## src/rtl/audio_serial_rx_pkg.sv

```systemverilog
package audio_serial_rx_pkg;

  localparam int SMP_W = 24;

  typedef enum logic [1:0] {
    FMT_I2S = 2'b00,
    FMT_RJ  = 2'b01,
    FMT_DSP = 2'b10,
    FMT_LJ  = 2'b11
  } fmt_e;

  // word length in bits for a width code
  function automatic logic [4:0] word_len(input logic [1:0] code);
    case (code)
      2'b00:   word_len = 5'd24;
      2'b01:   word_len = 5'd20;
      default: word_len = 5'd16;
    endcase
  endfunction

  // replicate bit N-1 of the low N bits into the upper bits
  function automatic logic [SMP_W-1:0] widen(input logic [SMP_W-1:0] raw,
                                             input logic [1:0] code);
    case (code)
      2'b00:   widen = raw;
      2'b01:   widen = {{4{raw[19]}}, raw[19:0]};
      default: widen = {{8{raw[15]}}, raw[15:0]};
    endcase
  endfunction

endpackage

```

## src/rtl/asr_frame_track.sv

```systemverilog
module asr_frame_track (
  input  logic clk,
  input  logic rst,
  input  logic lrclk,
  input  logic dsp_mode,
  output logic lr_prev,
  output logic edge_det,
  output logic en
);
  logic lr_q;
  logic armed_q;
  logic rise;

  assign rise     = lrclk & ~lr_q;
  assign edge_det = dsp_mode ? rise : (lrclk ^ lr_q);
  assign en       = armed_q | rise;
  assign lr_prev  = lr_q;

  always_ff @(posedge clk) begin
    if (rst) begin
      lr_q    <= 1'b1;   // a low level must be seen before a rise counts
      armed_q <= 1'b0;
    end else begin
      lr_q <= lrclk;
      if (rise) armed_q <= 1'b1;
    end
  end

  // once armed, stays armed until reset
  a_r2_arm_sticky: assert property (@(posedge clk) disable iff (rst)
    armed_q |=> armed_q);

  // arming only follows a high frame-clock sample
  a_r2_arm_after_high: assert property (@(posedge clk) disable iff (rst)
    $rose(armed_q) |-> $past(lrclk));

endmodule

```

## src/rtl/asr_bit_shift.sv

```systemverilog
module asr_bit_shift #(
  parameter int W     = 24,
  parameter int CNT_W = 6
) (
  input  logic             clk,
  input  logic             rst,
  input  logic             sdata,
  input  logic             edge_det,
  output logic [CNT_W-1:0] pos,
  output logic [W-1:0]     hist,
  output logic [W-1:0]     word_now
);
  localparam logic [CNT_W-1:0] CNT_MAX = '1;

  logic [CNT_W-1:0] cnt_q;
  logic [W-1:0]     sh_q;

  assign pos      = edge_det ? '0 : cnt_q;
  assign hist     = sh_q;
  assign word_now = {sh_q[W-2:0], sdata};

  always_ff @(posedge clk) begin
    if (rst) begin
      cnt_q <= '0;
      sh_q  <= '0;
    end else begin
      sh_q  <= word_now;
      cnt_q <= (pos == CNT_MAX) ? CNT_MAX : pos + 1'b1;
    end
  end

  // a long half-frame parks the counter instead of wrapping it
  a_r9_cnt_no_wrap: assert property (@(posedge clk) disable iff (rst)
    (cnt_q == CNT_MAX) |=> (cnt_q == CNT_MAX || cnt_q == 1));

endmodule

```

## src/rtl/asr_pair_assembler.sv

```systemverilog
module asr_pair_assembler
  import audio_serial_rx_pkg::*;
#(
  parameter int CNT_W = 6
) (
  input  logic             clk,
  input  logic             rst,
  input  logic             en,
  input  logic [1:0]       fmt,
  input  logic [1:0]       wsel,
  input  logic             lrclk,
  input  logic             lr_prev,
  input  logic             edge_det,
  input  logic [CNT_W-1:0] pos,
  input  logic [SMP_W-1:0] hist,
  input  logic [SMP_W-1:0] word_now,
  output logic [SMP_W-1:0] left_o,
  output logic [SMP_W-1:0] right_o,
  output logic             valid_o
);
  logic [4:0]       nb;
  logic             cap;
  logic             is_left;
  logic [SMP_W-1:0] raw;
  logic [SMP_W-1:0] ext;
  logic [SMP_W-1:0] hold_l;
  logic             have_l;
  logic             dsp_right_q;

  assign nb = word_len(wsel);

  always_comb begin
    case (fmt_e'(fmt))
      FMT_I2S: begin
        cap     = (pos == CNT_W'(nb));
        raw     = word_now;
        is_left = ~lrclk;
      end
      FMT_LJ: begin
        cap     = (pos == CNT_W'(nb - 5'd1));
        raw     = word_now;
        is_left = lrclk;
      end
      FMT_DSP: begin
        cap     = (pos == CNT_W'(nb - 5'd1));
        raw     = word_now;
        is_left = ~dsp_right_q;
      end
      default: begin // right-justified: word closes at the transition
        cap     = edge_det;
        raw     = hist;
        is_left = lr_prev;
      end
    endcase
    cap = cap & en;
  end

  assign ext = widen(raw, wsel);

  always_ff @(posedge clk) begin
    if (rst) begin
      left_o      <= '0;
      right_o     <= '0;
      valid_o     <= 1'b0;
      hold_l      <= '0;
      have_l      <= 1'b0;
      dsp_right_q <= 1'b0;
    end else begin
      valid_o <= 1'b0;
      if (cap && fmt_e'(fmt) == FMT_DSP) dsp_right_q <= ~dsp_right_q;
      if (cap) begin
        if (is_left) begin
          hold_l <= ext;
          have_l <= 1'b1;
        end else if (have_l) begin
          left_o  <= hold_l;
          right_o <= ext;
          valid_o <= 1'b1;
          have_l  <= 1'b0;
        end
      end
    end
  end

  // strobe never lasts two cycles
  a_r8_single_pulse: assert property (@(posedge clk) disable iff (rst)
    valid_o |=> !valid_o);

  // a right word without a pending left word gives no strobe
  a_r8_needs_left: assert property (@(posedge clk) disable iff (rst)
    (cap && !is_left && !have_l) |=> !valid_o);

  // nothing is delivered before the receiver is armed
  a_r2_quiet_unarmed: assert property (@(posedge clk) disable iff (rst)
    !en |=> !valid_o);

  // DSP channel flips on every captured word
  a_r6_dsp_alternate: assert property (@(posedge clk) disable iff (rst)
    (cap && fmt_e'(fmt) == FMT_DSP) |=> (dsp_right_q != $past(dsp_right_q)));

endmodule

```

## src/rtl/audio_serial_rx.sv

```systemverilog
module audio_serial_rx
  import audio_serial_rx_pkg::*;
#(
  parameter int CNT_W = 6
) (
  input  logic        bclk,
  input  logic        rst,
  input  logic        lrclk,
  input  logic        sdata,
  input  logic [1:0]  fmt,
  input  logic [1:0]  wsel,
  output logic [23:0] left_o,
  output logic [23:0] right_o,
  output logic        valid_o
);
  logic             lr_prev;
  logic             edge_det;
  logic             en;
  logic [CNT_W-1:0] pos;
  logic [SMP_W-1:0] hist;
  logic [SMP_W-1:0] word_now;

  asr_frame_track u_track (
    .clk      (bclk),
    .rst      (rst),
    .lrclk    (lrclk),
    .dsp_mode (fmt == FMT_DSP),
    .lr_prev  (lr_prev),
    .edge_det (edge_det),
    .en       (en)
  );

  asr_bit_shift #(.W(SMP_W), .CNT_W(CNT_W)) u_shift (
    .clk      (bclk),
    .rst      (rst),
    .sdata    (sdata),
    .edge_det (edge_det),
    .pos      (pos),
    .hist     (hist),
    .word_now (word_now)
  );

  asr_pair_assembler #(.CNT_W(CNT_W)) u_pair (
    .clk      (bclk),
    .rst      (rst),
    .en       (en),
    .fmt      (fmt),
    .wsel     (wsel),
    .lrclk    (lrclk),
    .lr_prev  (lr_prev),
    .edge_det (edge_det),
    .pos      (pos),
    .hist     (hist),
    .word_now (word_now),
    .left_o   (left_o),
    .right_o  (right_o),
    .valid_o  (valid_o)
  );

endmodule

```

## config.mk

```make
export PLATFORM = sky130hd
export DESIGN_NAME = audio_serial_rx
export DESIGN_NICKNAME = d
export VERILOG_FILES = /design/src/rtl/audio_serial_rx_pkg.sv /design/src/rtl/asr_frame_track.sv /design/src/rtl/asr_bit_shift.sv /design/src/rtl/asr_pair_assembler.sv /design/src/rtl/audio_serial_rx.sv
export SDC_FILE = /design/constraint.sdc
export NUM_CORES = 1
export LEC_CHECK = 0
export BUFFER_PORTS_ARGS = -buffer_cell sky130_fd_sc_hd__buf_2
export CAP_MARGIN = 20
export CORE_ASPECT_RATIO = 0.8
export CORE_MARGIN = 1
export CORE_UTILIZATION = 58
export CTS_CLUSTER_DIAMETER = 80
export DETAILED_ROUTE_END_ITERATION = 10
export HOLD_SLACK_MARGIN = 0.08
export PLACE_DENSITY = 0.91
export SYNTH_ARGS = -nofsm -noshare
export SYNTH_HDL_FRONTEND = slang
export SYNTH_SLANG_ARGS = --single-unit
export TNS_END_PERCENT = 100
```

## constraint.sdc

```tcl
create_clock -name bclk -period 3.35 [get_ports bclk]
set_clock_uncertainty 0.2 [all_clocks]
set_input_delay 0.67 -clock bclk [delete_from_list [all_inputs] [get_ports bclk]]
set_output_delay 0.67 -clock bclk [all_outputs]
set_load 0.01 [all_outputs]
```

==> flow_summary.toml <==
[outcome]
status = "completed"

[layout]
n_fill_cell = 584
areaGrowthSynthToFinish_pct = 12.23
n_antenna_cell = 0
drive_above_1_share = 0.2833
final_nets = 534

[sta]
slew_viol_final = 0
setup_viol = 0
worstMarginPinSlew_ns = 0.6615
period_minus_slack_ns = 2.836
rsz0062_at_grt = "no"
timing.final.crit_share = 0.8465
hold_violations = 0
max_freq_mhz = 352.6
setup_tns_ns = 0
timing.slew.headroom = 0.5590

[worst_setup_path]
cp_max_fo = 15
slowest_stage = "ha_1"
critPathKind = "primary input to flop"
crit_family = "simple AND/OR/NAND/NOR gates"
cp-end-kind = "flop"
crit_required_ns = 3.41
start_kind = "primary input"
max_stage_delay_ns = 0.38
crit_buf_inv = 2
cp.arrival_ns = 2.90
path_cells = "buf_2 -> ha_1 -> or2b_1 -> and3_1 -> o221ai_1 -> nor4_2 -> a21oi_4 -> buf_4 -> mux2_2"

[clocking]
cts_max_level = 3
cts_tree = "built"
cts_hold_buf = 0
clock_path_buffers = 2
cts-root-buf = "clkbuf_8"
clock_latency_ns = 0.37
post_cts_buffers = 0
cts_resized = 0
clk_pin_slew_ns = 0.10
cts_buffers = 9
cts.sinks = 107

[grt]
top_usage_layer = "met2"
grt_usage = 0.2201
grt_max_degree = 75
grtUsageMet3 = 0.05724
grt_use_met1 = 0.3016
grt_overflow_total = 0
grt_pass1_wl_um = 14590
grt_pass1_vias = 3089
grt_use_met2 = 0.3279
antenna_found_initial = 0

[synth]
synthCells = 476
synth_cell_types = 43
syn-num-nets = 488
ys_ff_latch = 107
synth_edf_count = 0
postSynth.asyncResetShare = 0
syn_area_um2 = 4738
yosys_warnings = 0
yosysSeqAreaShare = 0.4521
synth_flop_cell = "dfxtp_1"
avgSynthCellArea_um2 = 9.954

[drt]
routed_wl_um = 9059
first_pass_iters = 4
ant_nets = 0
drt_iter0_drc = 152
drc = 0
viasPerCell = 5.282
wl_per_cell_um = 14.29
vias = 3349

[worst_hold_path]
min_path_type = "flop to flop"

[power_and_ir_drop]
p_leak_uw = 0.002386
worst_ir_drop_vdd_v = 0.0002254
total_power_uw = 2201
p_per_area_nw_per_um2 = 413.9

[floorplan]
die_w_um = 103.1
die_height_um = 82.84
start_util = 0.5990
core_area_um2 = 7910
rows = 29
ios = 57
die_area_um2 = 8537

[place]
place.port_buffers = 56
place_congestion = 0.8607
post-dp-hpwl_um = 6123

[job]
drv_cap = 0
[worst reg2reg max path, stage by stage, from the launching register on]
cell and delay, ns:
dfxtp_1 0.35, inv_1 0.05, ha_1 0.35, or2b_1 0.26
and3_1 0.18, o221ai_1 0.31, nor4_2 0.12, a21oi_4 0.20
buf_4 0.28, mux2_2 0.37
[registers in the layout, indices dropped and copies added, names as in the netlist]
name	count
u_pair.hold_l	24
u_pair.left_o	24
u_pair.right_o	24
u_shift.hist	24
u_shift.cnt_q	6
u_pair.dsp_right_q	1
u_pair.have_l	1
u_pair.valid_o	1
u_track.armed_q	1
u_track.lr_prev	1
[metal layers]
| layer | part of all wire | up-vias | routed length [µm] |
|---|---|---|---|
| li1 | - | 1682 | - |
| met1 | 0.48 | 1574 | 4374 |
| met2 | 0.46 | 85 | 4157 |
| met3 | 0.047 | 8 | 428 |
| met4 | 0.011 | 0 | 99 |
| met5 | 0 | - | 0 |
[logic make-up after synthesis]
kind of cell,synth area share
AND/OR/NAND/NOR,0.2247
flip-flops,0.4521
AO/OA/AOI/OAI,0.06602
XOR/XNOR,0.01109
multiplexers,0.1986
adder cells (fa/ha/maj),0.01056
buffers and inverters,0.03697
[stage by stage]
step,area [µm²],hold slack [ns],setup slack (ns),utilization,std cells
final,5318,0.2807,0.5142,0.6723,634
after global routing,5318,0.2969,0.3980,0.6723,634
after CTS,5318,0.2834,0.5415,0.6723,634
after detailed placement,5120,0.2620,0.1340,0.6473,619
after global placement,5120,0.2461,0.2646,0.6473,619
after floorplan,4738,0.2266,0.4229,-,476
[placed cells by master (no fill, tap or decap), types with 2 or more instances in the layout]
master,instances
nand3_1,2
nor4_1,4
or2_2,3
clkbuf_8,9
o21ai_0,3
inv_1,5
dfxtp_1,107
xor2_1,2
nor2b_1,86
a21oi_4,2
mux2_4,16
and2_1,2
clkinvlp_4,2
mux2_2,45
buf_4,7
ha_1,4
nand2_1,47
xnor2_1,4
o21bai_1,7
and3_1,4
nand2b_1,20
nor3_1,3
a21oi_1,36
mux2i_1,18
nor2_1,9
buf_2,55
buf_12,3
[final cells by class]
cell class / count / area, µm² / share of cell area
clock inverter: 6 / 73.82 / 0.01388
clock buffer: 9 / 123.9 / 0.02329
sequential: 107 / 2142 / 0.4028
timing repair buffer: 65 / 387.9 / 0.07294
tap: 108 / 135.1 / 0.02541
multi-input combinational: 334 / 2436 / 0.4581
inverter: 5 / 18.77 / 0.003529
[power by group]
part           switching, µW  internal [µW]
combinational           81.4           46.2
clock                    439            350
sequential              5.50           1280
total                    526           1670
[worst paths after layout]
| path | slack (ns) | end | from | depth (start not counted) |
|---|---|---|---|---|
| hold / removal | 0.28 | u_shift.hist[22]$_SDFF_PP0_ | u_shift.hist[21]$_SDFF_PP0_ | 1 |
| setup / recovery | 0.51 | u_pair.right_o[0]$_SDFFE_PP0P_ | lrclk | 9 |
| setup reg to reg | 0.56 | u_pair.right_o[0]$_SDFFE_PP0P_ | u_track.lr_prev$_SDFF_PP1_ | 9 |
| hold reg to reg | 0.28 | u_shift.hist[22]$_SDFF_PP0_ | u_shift.hist[21]$_SDFF_PP0_ | 1 |
[cells in the mapped netlist (all sizes together), types with 4 or more instances]
cell type	instances	share of area
inv	5	0.0040
xnor2	4	0.0074
nor4	5	0.0079
and3	4	0.0053
mux2i	19	0.041
a21oi	38	0.042
mux2	61	0.16
dfxtp	107	0.45
nor2	9	0.0071
buf	13	0.020
nor2b	86	0.11
clkbuf	17	0.013
or2	4	0.0053
ha	4	0.011
o21bai	7	0.011
nand2b	20	0.026
nand2	47	0.037
Power figures use the tool's default switching activity.
